==> src/rtl/uart_chan_pkg.sv <==
package uart_chan_pkg;

    localparam int BYTE_W = 8;
    localparam int ADDR_W = 3;

    typedef enum logic [ADDR_W-1:0] {
        REG_MODE  = 3'd0,
        REG_STAT  = 3'd1,
        REG_CMD   = 3'd2,
        REG_DATA  = 3'd3,
        REG_INT   = 3'd4
    } reg_sel_e;

    typedef enum logic [2:0] {
        MISC_NONE    = 3'd0,
        MISC_PTR_RST = 3'd1,
        MISC_RX_RST  = 3'd2,
        MISC_TX_RST  = 3'd3,
        MISC_ERR_RST = 3'd4
    } misc_cmd_e;

    localparam logic [1:0] CTL_ON  = 2'b01;
    localparam logic [1:0] CTL_OFF = 2'b10;

    function automatic logic [2:0] baud_index(input logic [BYTE_W-1:0] code);
        logic [2:0] idx;
        case (code)
            8'h55:   idx = 3'd1;
            8'h66:   idx = 3'd2;
            8'h88:   idx = 3'd3;
            8'h99:   idx = 3'd4;
            8'hBB:   idx = 3'd5;
            8'hCC:   idx = 3'd6;
            default: idx = 3'd0;
        endcase
        return idx;
    endfunction

endpackage

==> src/rtl/uart_mode_ptr.sv <==
module uart_mode_ptr
    import uart_chan_pkg::*;
(
    input  logic              clk,
    input  logic              rst_n,
    input  logic              mode_wr,
    input  logic [BYTE_W-1:0] mode_wdata,
    input  logic              ptr_rst,
    output logic [BYTE_W-1:0] mode1,
    output logic [BYTE_W-1:0] mode2,
    output logic              ptr_at_mr2
);

    typedef struct packed {
        logic [BYTE_W-1:0] mr1;
        logic [BYTE_W-1:0] mr2;
        logic              sel;
    } mode_st_t;

    mode_st_t st_d, st_q;

    always_comb begin
        st_d = st_q;
        if (ptr_rst) begin
            st_d.sel = 1'b0;
        end
        if (mode_wr) begin
            if (!st_q.sel) begin
                st_d.mr1 = mode_wdata;
                st_d.sel = 1'b1;
            end else begin
                st_d.mr2 = mode_wdata;
            end
        end
    end

    always_ff @(posedge clk) begin
        if (!rst_n) begin
            st_q <= '0;
        end else begin
            st_q <= st_d;
        end
    end

    assign mode1      = st_q.mr1;
    assign mode2      = st_q.mr2;
    assign ptr_at_mr2 = st_q.sel;

    // a write through the pointer at register 1 moves it on to register 2
    assert_ptr_adv_R1: assert property (@(posedge clk) disable iff (!rst_n)
        (mode_wr && !ptr_at_mr2 && !ptr_rst) |=> ptr_at_mr2);

    // once at register 2, writes land there and leave register 1 alone
    assert_mr2_load_R1: assert property (@(posedge clk) disable iff (!rst_n)
        (mode_wr && ptr_at_mr2) |=> (mode2 == $past(mode_wdata)) && $stable(mode1));

    // the pointer reset command returns to register 1
    assert_ptr_rst_R2: assert property (@(posedge clk) disable iff (!rst_n)
        (ptr_rst && !mode_wr) |=> !ptr_at_mr2);

endmodule

==> src/rtl/uart_rx_fifo.sv <==
module uart_rx_fifo
    import uart_chan_pkg::*;
#(
    parameter int DEPTH = 4
) (
    input  logic              clk,
    input  logic              rst_n,
    input  logic              push,
    input  logic [BYTE_W-1:0] push_data,
    input  logic              pop,
    input  logic              clr,
    input  logic              err_clr,
    input  logic              brk_set,
    output logic [BYTE_W-1:0] head_data,
    output logic [$clog2(DEPTH+1)-1:0] count,
    output logic              overrun,
    output logic              brk_flag
);

    localparam int CNT_W = $clog2(DEPTH + 1);
    localparam int PTR_W = (DEPTH > 1) ? $clog2(DEPTH) : 1;
    localparam logic [CNT_W-1:0] FULL_CNT = CNT_W'(DEPTH);
    localparam logic [PTR_W-1:0] LAST_PTR = PTR_W'(DEPTH - 1);

    typedef struct packed {
        logic [PTR_W-1:0] rp;
        logic [PTR_W-1:0] wp;
        logic [CNT_W-1:0] cnt;
        logic             ovr;
        logic             brk;
    } fifo_st_t;

    fifo_st_t          st_d, st_q;
    logic [BYTE_W-1:0] mem_d [DEPTH];
    logic [BYTE_W-1:0] mem_q [DEPTH];

    logic do_pop, do_push, drop;

    always_comb begin
        do_pop  = pop && (st_q.cnt != '0);
        do_push = push && ((st_q.cnt != FULL_CNT) || do_pop);
        drop    = push && !do_push;

        st_d  = st_q;
        mem_d = mem_q;
        if (clr) begin
            st_d = '0;
        end else begin
            if (do_push) begin
                mem_d[st_q.wp] = push_data;
                st_d.wp = (st_q.wp == LAST_PTR) ? '0 : st_q.wp + PTR_W'(1);
            end
            if (do_pop) begin
                st_d.rp = (st_q.rp == LAST_PTR) ? '0 : st_q.rp + PTR_W'(1);
            end
            st_d.cnt = st_q.cnt + (do_push ? CNT_W'(1) : '0) - (do_pop ? CNT_W'(1) : '0);
            if (err_clr) begin
                st_d.ovr = 1'b0;
                st_d.brk = 1'b0;
            end
            if (drop) begin
                st_d.ovr = 1'b1;
            end
            if (brk_set) begin
                st_d.brk = 1'b1;
            end
        end
    end

    always_ff @(posedge clk) begin
        if (!rst_n) begin
            st_q <= '0;
        end else begin
            st_q <= st_d;
        end
    end

    always_ff @(posedge clk) begin
        mem_q <= mem_d;
    end

    assign head_data = mem_q[st_q.rp];
    assign count     = st_q.cnt;
    assign overrun   = st_q.ovr;
    assign brk_flag  = st_q.brk;

    // a character arriving at a full FIFO with no pop is lost and flags overrun
    assert_drop_full_R7: assert property (@(posedge clk) disable iff (!rst_n)
        (push && count == FULL_CNT && !pop && !clr) |=> (count == FULL_CNT) && overrun);

    // a pop without a push takes exactly one entry away
    assert_pop_one_R6: assert property (@(posedge clk) disable iff (!rst_n)
        (pop && count != '0 && !push && !clr) |=> (count == $past(count) - CNT_W'(1)));

    // the receiver reset leaves an empty FIFO with no error flags
    assert_clr_empty_R4: assert property (@(posedge clk) disable iff (!rst_n)
        clr |=> (count == '0) && !overrun && !brk_flag);

    // the count never exceeds the depth
    assert_count_bound_R5: assert property (@(posedge clk) disable iff (!rst_n)
        count <= FULL_CNT);

endmodule

==> src/rtl/uart_tx_hold.sv <==
module uart_tx_hold
    import uart_chan_pkg::*;
(
    input  logic              clk,
    input  logic              rst_n,
    input  logic              hold_wr,
    input  logic [BYTE_W-1:0] hold_wdata,
    input  logic              take,
    input  logic              en_set,
    input  logic              en_clr,
    input  logic              tx_rst,
    output logic              tx_en,
    output logic              hold_valid,
    output logic [BYTE_W-1:0] hold_data,
    output logic              ready
);

    typedef struct packed {
        logic              en;
        logic              valid;
        logic [BYTE_W-1:0] data;
    } hold_st_t;

    hold_st_t st_d, st_q;

    always_comb begin
        st_d = st_q;
        if (en_clr) begin
            st_d.en = 1'b0;
        end else if (en_set) begin
            st_d.en = 1'b1;
        end
        if (tx_rst) begin
            st_d.valid = 1'b0;
        end else if (take && st_q.valid) begin
            st_d.valid = 1'b0;
        end else if (hold_wr && st_q.en && !st_q.valid) begin
            st_d.valid = 1'b1;
            st_d.data  = hold_wdata;
        end
    end

    always_ff @(posedge clk) begin
        if (!rst_n) begin
            st_q <= '0;
        end else begin
            st_q <= st_d;
        end
    end

    assign tx_en      = st_q.en;
    assign hold_valid = st_q.valid;
    assign hold_data  = st_q.data;
    assign ready      = st_q.en && !st_q.valid;

    // a write refused by the holding register leaves its byte untouched
    assert_drop_tx_R8: assert property (@(posedge clk) disable iff (!rst_n)
        (hold_wr && !ready) |=> $stable(hold_data));

    // the shifter taking the byte empties the holding register
    assert_take_R8: assert property (@(posedge clk) disable iff (!rst_n)
        (take && hold_valid) |=> !hold_valid);

    // the transmitter reset discards the byte and disables the transmitter
    assert_tx_rst_R4: assert property (@(posedge clk) disable iff (!rst_n)
        tx_rst |=> !hold_valid && !tx_en);

endmodule

==> src/rtl/uart_irq.sv <==
module uart_irq #(
    parameter int N_SRC = 4
) (
    input  logic             clk,
    input  logic             rst_n,
    input  logic             mask_wr,
    input  logic [N_SRC-1:0] mask_wdata,
    input  logic [N_SRC-1:0] events,
    output logic [N_SRC-1:0] isr,
    output logic             irq
);

    typedef struct packed {
        logic [N_SRC-1:0] imr;
    } irq_st_t;

    irq_st_t          st_d, st_q;
    logic [N_SRC-1:0] hits;

    always_comb begin
        st_d = st_q;
        if (mask_wr) begin
            st_d.imr = mask_wdata;
        end
    end

    always_ff @(posedge clk) begin
        if (!rst_n) begin
            st_q <= '0;
        end else begin
            st_q <= st_d;
        end
    end

    generate
        for (genvar i = 0; i < N_SRC; i++) begin : g_src
            assign hits[i] = events[i] & st_q.imr[i];
        end
    endgenerate

    assign isr = events;
    assign irq = |hits;

    // with the whole mask clear, after a cleared-mask write, no request
    assert_mask_zero_R12: assert property (@(posedge clk) disable iff (!rst_n)
        (mask_wr && mask_wdata == '0) |=> !irq);

endmodule

==> src/rtl/uart_chan_ctrl.sv <==
module uart_chan_ctrl
    import uart_chan_pkg::*;
#(
    parameter int FIFO_DEPTH = 4
) (
    input  logic        clk,
    input  logic        rst_n,
    input  logic        host_wr,
    input  logic        host_rd,
    input  logic [2:0]  host_addr,
    input  logic [7:0]  host_wdata,
    output logic [7:0]  host_rdata,
    input  logic        rx_char_valid,
    input  logic [7:0]  rx_char,
    input  logic        rx_break,
    input  logic        tx_take,
    input  logic        tx_busy,
    output logic        rx_enable,
    output logic        tx_enable,
    output logic [7:0]  mode1_cfg,
    output logic [7:0]  mode2_cfg,
    output logic [2:0]  baud_sel,
    output logic        tx_hold_valid,
    output logic [7:0]  tx_hold_data,
    output logic        irq
);

    localparam int CNT_W  = $clog2(FIFO_DEPTH + 1);
    localparam int N_IRQ  = 4;
    localparam logic [CNT_W-1:0] FULL_CNT = CNT_W'(FIFO_DEPTH);

    typedef struct packed {
        logic              rx_en;
        logic [BYTE_W-1:0] csr;
    } top_st_t;

    top_st_t st_d, st_q;

    logic      wr_mode, wr_csr, wr_cmd, wr_data, wr_mask, rd_pop;
    logic [1:0] rx_ctl, tx_ctl;
    misc_cmd_e misc;
    logic      cmd_ptr_rst, cmd_rx_rst, cmd_tx_rst, cmd_err_rst;

    logic [BYTE_W-1:0] fifo_head;
    logic [CNT_W-1:0]  fifo_cnt;
    logic              ovr_flag, brk_flag;
    logic              ptr_at_mr2;
    logic              tx_ready;
    logic [N_IRQ-1:0]  isr;
    logic              rx_ready, fifo_full, tx_empty;
    logic [BYTE_W-1:0] status;

    // host decode
    always_comb begin
        wr_mode = host_wr && (host_addr == REG_MODE);
        wr_csr  = host_wr && (host_addr == REG_STAT);
        wr_cmd  = host_wr && (host_addr == REG_CMD);
        wr_data = host_wr && (host_addr == REG_DATA);
        wr_mask = host_wr && (host_addr == REG_INT);
        rd_pop  = host_rd && (host_addr == REG_DATA);
        rx_ctl  = host_wdata[1:0];
        tx_ctl  = host_wdata[3:2];
        misc    = misc_cmd_e'(host_wdata[6:4]);
        cmd_ptr_rst = wr_cmd && (misc == MISC_PTR_RST);
        cmd_rx_rst  = wr_cmd && (misc == MISC_RX_RST);
        cmd_tx_rst  = wr_cmd && (misc == MISC_TX_RST);
        cmd_err_rst = wr_cmd && (misc == MISC_ERR_RST);
    end

    // receiver enable and clock select
    always_comb begin
        st_d = st_q;
        if (wr_csr) begin
            st_d.csr = host_wdata;
        end
        if (wr_cmd) begin
            if (rx_ctl == CTL_ON) begin
                st_d.rx_en = 1'b1;
            end else if (rx_ctl == CTL_OFF) begin
                st_d.rx_en = 1'b0;
            end
        end
        if (cmd_rx_rst) begin
            st_d.rx_en = 1'b0;
        end
    end

    always_ff @(posedge clk) begin
        if (!rst_n) begin
            st_q <= '0;
        end else begin
            st_q <= st_d;
        end
    end

    uart_mode_ptr u_mode (
        .clk        (clk),
        .rst_n      (rst_n),
        .mode_wr    (wr_mode),
        .mode_wdata (host_wdata),
        .ptr_rst    (cmd_ptr_rst),
        .mode1      (mode1_cfg),
        .mode2      (mode2_cfg),
        .ptr_at_mr2 (ptr_at_mr2)
    );

    uart_rx_fifo #(.DEPTH(FIFO_DEPTH)) u_fifo (
        .clk       (clk),
        .rst_n     (rst_n),
        .push      (rx_char_valid && st_q.rx_en),
        .push_data (rx_char),
        .pop       (rd_pop),
        .clr       (cmd_rx_rst),
        .err_clr   (cmd_err_rst),
        .brk_set   (rx_break && st_q.rx_en),
        .head_data (fifo_head),
        .count     (fifo_cnt),
        .overrun   (ovr_flag),
        .brk_flag  (brk_flag)
    );

    uart_tx_hold u_tx (
        .clk        (clk),
        .rst_n      (rst_n),
        .hold_wr    (wr_data),
        .hold_wdata (host_wdata),
        .take       (tx_take),
        .en_set     (wr_cmd && tx_ctl == CTL_ON),
        .en_clr     ((wr_cmd && tx_ctl == CTL_OFF) || cmd_tx_rst),
        .tx_rst     (cmd_tx_rst),
        .tx_en      (tx_enable),
        .hold_valid (tx_hold_valid),
        .hold_data  (tx_hold_data),
        .ready      (tx_ready)
    );

    always_comb begin
        rx_ready  = (fifo_cnt != '0);
        fifo_full = (fifo_cnt == FULL_CNT);
        tx_empty  = !tx_hold_valid && !tx_busy;
        status    = {brk_flag, 2'b00, ovr_flag, tx_empty, tx_ready, fifo_full, rx_ready};
    end

    uart_irq #(.N_SRC(N_IRQ)) u_irq (
        .clk        (clk),
        .rst_n      (rst_n),
        .mask_wr    (wr_mask),
        .mask_wdata (host_wdata[N_IRQ-1:0]),
        .events     ({ovr_flag, brk_flag, rx_ready, tx_ready}),
        .isr        (isr),
        .irq        (irq)
    );

    // read mux
    always_comb begin
        case (host_addr)
            REG_MODE: host_rdata = ptr_at_mr2 ? mode2_cfg : mode1_cfg;
            REG_STAT: host_rdata = status;
            REG_CMD:  host_rdata = st_q.csr;
            REG_DATA: host_rdata = rx_ready ? fifo_head : '0;
            REG_INT:  host_rdata = {{(BYTE_W-N_IRQ){1'b0}}, isr};
            default:  host_rdata = '0;
        endcase
    end

    assign rx_enable = st_q.rx_en;
    assign baud_sel  = baud_index(st_q.csr);

    // while the receiver is off and nobody pops or resets, the FIFO is frozen
    assert_rx_off_R7: assert property (@(posedge clk) disable iff (!rst_n)
        (!rx_enable && !rd_pop && !cmd_rx_rst) |=> $stable(fifo_cnt));

    // an enable command for the receiver takes effect on the next cycle
    assert_rx_on_R3: assert property (@(posedge clk) disable iff (!rst_n)
        (wr_cmd && rx_ctl == CTL_ON && !cmd_rx_rst) |=> rx_enable);

    // a break seen by an enabled receiver raises the break flag
    assert_break_R10: assert property (@(posedge clk) disable iff (!rst_n)
        (rx_break && rx_enable && !cmd_rx_rst) |=> brk_flag);

endmodule

==> config.mk <==
export PLATFORM = sky130hd
export DESIGN_NAME = uart_chan_ctrl
export DESIGN_NICKNAME = d
export VERILOG_FILES = /design/src/rtl/uart_chan_pkg.sv /design/src/rtl/uart_mode_ptr.sv /design/src/rtl/uart_rx_fifo.sv /design/src/rtl/uart_tx_hold.sv /design/src/rtl/uart_irq.sv /design/src/rtl/uart_chan_ctrl.sv
export SDC_FILE = /design/constraint.sdc
export NUM_CORES = 1
export LEC_CHECK = 0
export ABC_CLOCK_PERIOD_IN_PS = 6000
export BUFFER_PORTS_ARGS = -buffer_cell sky130_fd_sc_hd__buf_2
export CAP_MARGIN = 20
export CORE_ASPECT_RATIO = 2
export CORE_MARGIN = 2
export CORE_UTILIZATION = 50
export CTS_CLUSTER_SIZE = 12
export DETAILED_ROUTE_END_ITERATION = 10
export PLACE_DENSITY = 0.72
export SLEW_MARGIN = 10
export SYNTH_ARGS = -nofsm -noshare
export SYNTH_HDL_FRONTEND = slang
export SYNTH_SLANG_ARGS = --single-unit
==> constraint.sdc <==
create_clock -name clk -period 6 [get_ports clk]
set_input_delay 0.3 -clock clk [delete_from_list [all_inputs] [get_ports clk]]
set_output_delay 0.3 -clock clk [all_outputs]
set_load 0.03 [all_outputs]
Word level (Yosys, flattened, before mapping)
Cells that the tools add are included.

Muxes and demuxes: 22. Add/sub/neg operators: 4. $lt $le $gt $ge: 3. Reduce and logical (&&, ||, !) cells: 42. Equality and inequality tests: 22. Bitwise logic cells: 11.

Operator list (number): 8-bit 2-to-1 mux (5); 8-bit case mux with 5 select lines (1); 32-bit bitwise mux (1); 8-bit == test (second input constant) (4); 1-bit logical AND (23); 3-bit case mux with 6 select lines (1); 8-bit binary-select mux with 2-bit select (1); 8-bit demux with 2-bit select (1); 8-bit by 7-bit == test with 1-bit output (second input constant) (2); 3-bit by 2-bit == test with 1-bit output (second input constant) (4); 3-bit == test (second input constant) (3); 1-bit 2-to-1 mux (9); 2-bit == test (second input constant) (4); 2-bit AND reduction (4); 3-bit by 1-bit == test with 1-bit output (second input constant) (2); 3-bit >= comparator (second input constant) (2); 2-bit 2-to-1 mux (3); 2-bit inverter with 3-bit output (2); 2-bit nonzero test (3); 1-bit inverter (5); 2-bit by 1-bit adder with 2-bit output (second input constant) (2); 1-bit bitwise AND (4); 2-bit by 1-bit == test with 1-bit output (second input constant) (2); 2-bit OR reduction (2); other kinds (11) (14).

Register bits: 81. Word-level logic and storage cells: 122. Output and inout port bits: 39. Input bits: 27.

Logic depth before layout (Yosys ltp)
Word-level depth: 8. Mapped depth: 11. Mapped depth without buffers: 10.

Modules after synthesis
A second synthesis with hierarchy kept.

Cell total of the unflattened synthesis: 350. Area total of the unflattened synthesis: 3968.8 µm².

Modules (own cells, without submodules): uart_rx_fifo (area each 1685.4 µm², cells an instance 100, sequential area each 1141.1 µm², times used 1); uart_chan_ctrl (area each 1004.7 µm², cells an instance 121, sequential area each 180.2 µm², times used 1); uart_mode_ptr (area each 664.4 µm², cells an instance 66, sequential area each 340.3 µm², times used 1); uart_tx_hold (area each 409.1 µm², cells an instance 43, sequential area each 200.2 µm², times used 1); uart_irq (area each 205.2 µm², cells an instance 20, sequential area each 80.1 µm², times used 1).

Worst setup path after synthesis
Ideal clock, no wire load.

Path kind: reg2reg. Start point: register u_fifo.st_q (netlist bit u_fifo.count[1]). End point: register u_fifo.st_q (netlist bit u_fifo.count[2]). Buffers on the path: 0. Setup slack: 3.815 ns. Stages on the path, launching flop included: 11. Data arrival time: 2.068 ns. Setup time: 0.117 ns. Path through: dfxtp_1 or3_1 nand4_1 inv_1 ha_1 inv_1 ha_1 fa_1 xnor2_1 xnor2_1 nor2_1.

Longest elaborated chain between the ends: 7. Elaborated cells between the ends (all ways): 9. Those cells by class: 2 x add/sub; 1 x eq/ne; 2 x mux; 4 x reduce/logical.

Ends and longest elaborated chain: from (decl) (line uart_rx_fifo.sv:33) `fifo_st_t st_d, st_q;`; from (signal assigned) (line uart_rx_fifo.sv:74) `st_q <= st_d;`; 3-bit nonzero test (*) (line uart_rx_fifo.sv:40) `do_pop = pop && (st_q.cnt != '0);`; 1-bit logical AND (*) (line uart_rx_fifo.sv:40); via u_fifo.do_pop (line uart_rx_fifo.sv:37) `logic do_pop, do_push, drop;`; 1-bit logical OR (line uart_rx_fifo.sv:41) `do_push = push && ((st_q.cnt != FULL_CNT) || do_pop);`; 1-bit logical AND (line uart_rx_fifo.sv:41); 1-bit 2-to-1 mux (line uart_rx_fifo.sv:56) `st_d.cnt = st_q.cnt + (do_push ? CNT_W'(1) : '0) - (do_pop ? CNT_W'(1) : '0);`; 3-bit adder (line uart_rx_fifo.sv:56); 3-bit subtractor (*) (line uart_rx_fifo.sv:56).

Mark *: on every way through the listed nets, which the timed path passes. The rest lies on a longest branch. A chain may end at the register's enable or synchronous reset.

Worst setup path in the final report
Start point: register u_fifo.st_q[7] (netlist name). End point: output port host_rdata[1].

Longest elaborated chain between the ends: 6.

Ends and longest elaborated chain: 2-bit inverter with 3-bit output (not written as such) (line uart_rx_fifo.sv:82) `assign head_data = mem_q[st_q.rp];`; 8-bit binary-select mux with 2-bit select (line uart_rx_fifo.sv:82); 8-bit 2-to-1 mux (not written as such) (2 in series) (line uart_rx_fifo.sv:82); 8-bit 2-to-1 mux (line uart_chan_ctrl.sv:160) `REG_DATA: host_rdata = rx_ready ? fifo_head : '0;`; 8-bit case mux with 5 select lines (line uart_chan_ctrl.sv:156) `case (host_addr)`; to (decl) (line uart_chan_ctrl.sv:12) `output logic [7:0] host_rdata,`.

Every way passes these cells. The select of a mux whose other input is x is not followed.

==> impl_metrics.yaml <==
timing:
  max_freq_mhz: 387.6
  relSlewSlack_pct: 40.44
  worst_pin_slew_ns: 0.8896
  worst_slack_ns: 3.420
  whs_ns: 0.1703
  min_period_ns: 2.580
  rsz0062_at_grt: "false"
  fin_skew_ns: 0.007363
  setup_viol: 0
  hold_viol_final: 0
  period_share_pct: 42.99
  slew_viol_final: 0
  setup-tns-final_ns: 0
placement:
  io_buffers: 65
  pre_cts_slack_ns: 3.651
  detailed_place_hpwl_um: 6369
  globalplace.congestion: 0.8346
critical_path:
  crit_family: "flip-flops"
  r2r_slack_ns: 3.65
  cp.arrival_ns: 2.28
  cp.depth: 4
  reg2reg_from: "u_fifo.count[1]"
  max_stage_delay_ns: 0.72
  path_class: "flop to output port"
  r2r-end: "u_fifo.count[2]"
  r2r_cells: 10
  cp_max_fo: 11
  path_cells: "mux4_2 > a221oi_1 > o21ai_0 > buf_2"
  end_kind: "output port"
  required_ns: 5.70
  cp_slowest_cell: "dfxtp_1"
  cp-start-kind: "flop"
  path_buf_inv: 1
grt:
  grt_pass1_vias: 2789
  antenna_found_initial: 0
  grt_pass1_wl_um: 13740
  track_usage_pct: 22.62
  grt_start_max_net_pins: 42
  grt.overflow.total: 0
logic_synthesis:
  synth_edf_count: 32
  ys_seq_area_share_pct: 51.37
  yosys_warnings: 0
  synth_area_leaders: "dfxtp_1 26%, edfxtp_1 25%, mux2i_1 10%"
  syn_area_per_cell_um2: 11.32
  synthCells: 334
  synth.distinct_cells: 54
  synthArstFlopShare_pct: 0
  syn-num-nets: 370
  ys.flop_type: "dfxtp_1"
  synth-seq-cells: 81
  synth_top_area_share_pct: 25.95
  synth_area_um2: 3780
  synth_area_leader_cell: "dfxtp_1"
min_path:
  hold_start: "rx_char[7]"
  hold_end: "u_fifo.mem_q[31]"
  hold_path_depth: 1
  hold_path.class: "input pin to flop"
power_and_ir_drop:
  vdd_drop_max_uv: 278.6
  cellPowerDensity_nw_per_um2: 278.4
  power.leakage_nw: 1.758
drt:
  post_drt_wl_per_cell_um: 17.55
  vias_per_cell: 5.644
  first_iter_violations: 140
  ant_nets: 0
  drtPass1Iterations: 4
  route.detailed.drc: 0
  vias: 2788
  drt_wl_total_um: 8669
clock_network:
  post_cts_buffers: 0
  cts_resized: 0
  cts_root_buf: "clkbuf_16"
  clkTransAtPathRegs_ns: 0.06
  cts_buffers: 9
  cts_hold_buf: 0
  cts.sinks: 81
  cts.htree.levels: 3
  cts.path.max_buffers: 2
  clkLatencyLatePin_ns: 0.34
  cts_tree: "built"
floorplanning:
  num_rows: 44
  fp.dieArea_um2: 8313
  chipHeight_um: 127.0
  die_w_um: 65.48
  start_util_pct: 51.62
  coreArea_um2: 7322
  num_io_pins: 66
status:
  status: "finished, final reports clean"
finish:
  area_growth_pct: 19.13
  n_antenna_cell: 0
  final_nets: 433
  drive_gt1_share_pct: 24.88
job:
  max_cap_violations: 0
[how the worst max path moves through the flow]
stage	to	slack, ns	from
after detailed placement	u_fifo.count[2]	3.65	u_fifo.count[1]
after CTS	host_rdata[1]	3.36	u_fifo.st_q[7]
after floorplan	u_fifo.count[2]	3.82	u_fifo.count[1]
final	host_rdata[1]	3.42	u_fifo.st_q[7]
after global placement	u_fifo.count[2]	3.73	u_fifo.count[1]
after global routing	host_rdata[1]	3.28	u_fifo.st_q[7]
[per-layer routing]
| layer | wire (µm) | share of wire (%) | GRT usage, % | vias to the layer above |
|---|---|---|---|---|
| met1 | 3277 | 38 | 23.20 | 1334 |
| met4 | 520 | 6.0 | 17.28 | 0 |
| met5 | 0 | 0 | 0 | - |
| met2 | 4515 | 52 | 39.38 | 82 |
| li1 | - | - | - | 1337 |
| met3 | 355 | 4.1 | 3.901 | 35 |
[flip-flops by register name (all words and copies together), names as in the netlist]
name	cells
u_fifo.mem_q	32
u_fifo.st_q	4
u_mode.mode1	8
u_fifo.brk_flag	1
rx_enable	1
u_irq.st_q	4
u_mode.mode2	8
u_tx.hold_data	8
st_q	8
u_fifo.count	3
u_mode.ptr_at_mr2	1
u_tx.tx_en	1
u_tx.hold_valid	1
u_fifo.overrun	1
[worst register-to-register path, cell delays in order (launching register included)]
cell	delay, ns
dfxtp_1	0.34
or3_1	0.41
nand4_1	0.17
inv_1	0.06
ha_1	0.27
inv_1	0.04
ha_1	0.19
fa_1	0.38
xnor2_1	0.18
xnor2_1	0.14
nor2_1	0.06
[placed cells by master (no fill, tap or decap), types with 4 or more instances in the layout]
cell       count
a21boi_0       8
a21oi_1        8
a31oi_1        4
and3_1         7
buf_2         65
clkbuf_16      9
dfxtp_1       49
edfxtp_1      32
ha_1           8
inv_1         11
mux2i_1       38
mux4_2         8
nand2_1       29
nand2b_1       4
nand3_1        4
nor2_1        19
nor2b_1       34
nor3_1         6
o21ai_0        7
[area by class of cell]
| class | count | area, µm² |
|---|---|---|
| multi-input cells | 227 | 1728 |
| clock buffers | 12 | 266.5 |
| repair buffers | 66 | 332.8 |
| well taps | 92 | 115.1 |
| inverters | 12 | 45.04 |
| fillers | 635 | 2819 |
| flip-flops and latches | 81 | 1942 |
| clock inverters | 4 | 73.82 |
[metrics by stage]
step / std cells / total power (W) / cell area (µm²) / utilization (%)
after floorplan: 334 / 0.0006262 / 3780 / -
after detailed placement: 478 / 0.0006539 / 4163 / 56.85
after global routing: 494 / 0.001286 / 4503 / 61.50
after CTS: 494 / 0.001259 / 4503 / 61.50
after global placement: 478 / 0.0006523 / 4163 / 56.85
final: 494 / 0.001254 / 4503 / 61.50
[cells by family (layout without fill, tap and decap cells)]
| family | Yosys count | after routing | synth area share (%) |
|---|---|---|---|
| buf+inv | 26 | 94 | 2.913 |
| mux | 47 | 47 | 15.13 |
| fa+ha+maj | 9 | 9 | 3.178 |
| simple gates | 122 | 122 | 18.31 |
| compound gates | 46 | 46 | 8.408 |
| xor+xnor | 3 | 3 | 0.6953 |
| flops | 81 | 81 | 51.37 |
[power by group]
group,internal [W],switching (W),leakage [nW],total (W)
registers,0.000575,0.00000477,0.683,0.000580
logic,0.0000236,0.0000390,0.906,0.0000627
clock network,0.000398,0.000213,0.169,0.000611
[cells in the mapped netlist, types with 2 or more instances]
cell,instances
or4b_1,2
edfxtp_1,32
nor3_1,6
o21ai_0,7
a221o_1,3
clkbuf_1,6
nand3_1,4
buf_2,7
mux4_2,8
ha_1,8
a211oi_1,3
xnor2_1,2
or3_1,2
a21boi_0,8
nand2_1,29
dfxtp_1,49
a21oi_1,8
nor3b_2,2
a31oi_1,4
nand2b_1,4
and3_1,7
nor2_1,19
nor2b_1,34
inv_1,11
o22ai_1,3
mux2i_1,38
(Power assumes the default switching activity.)
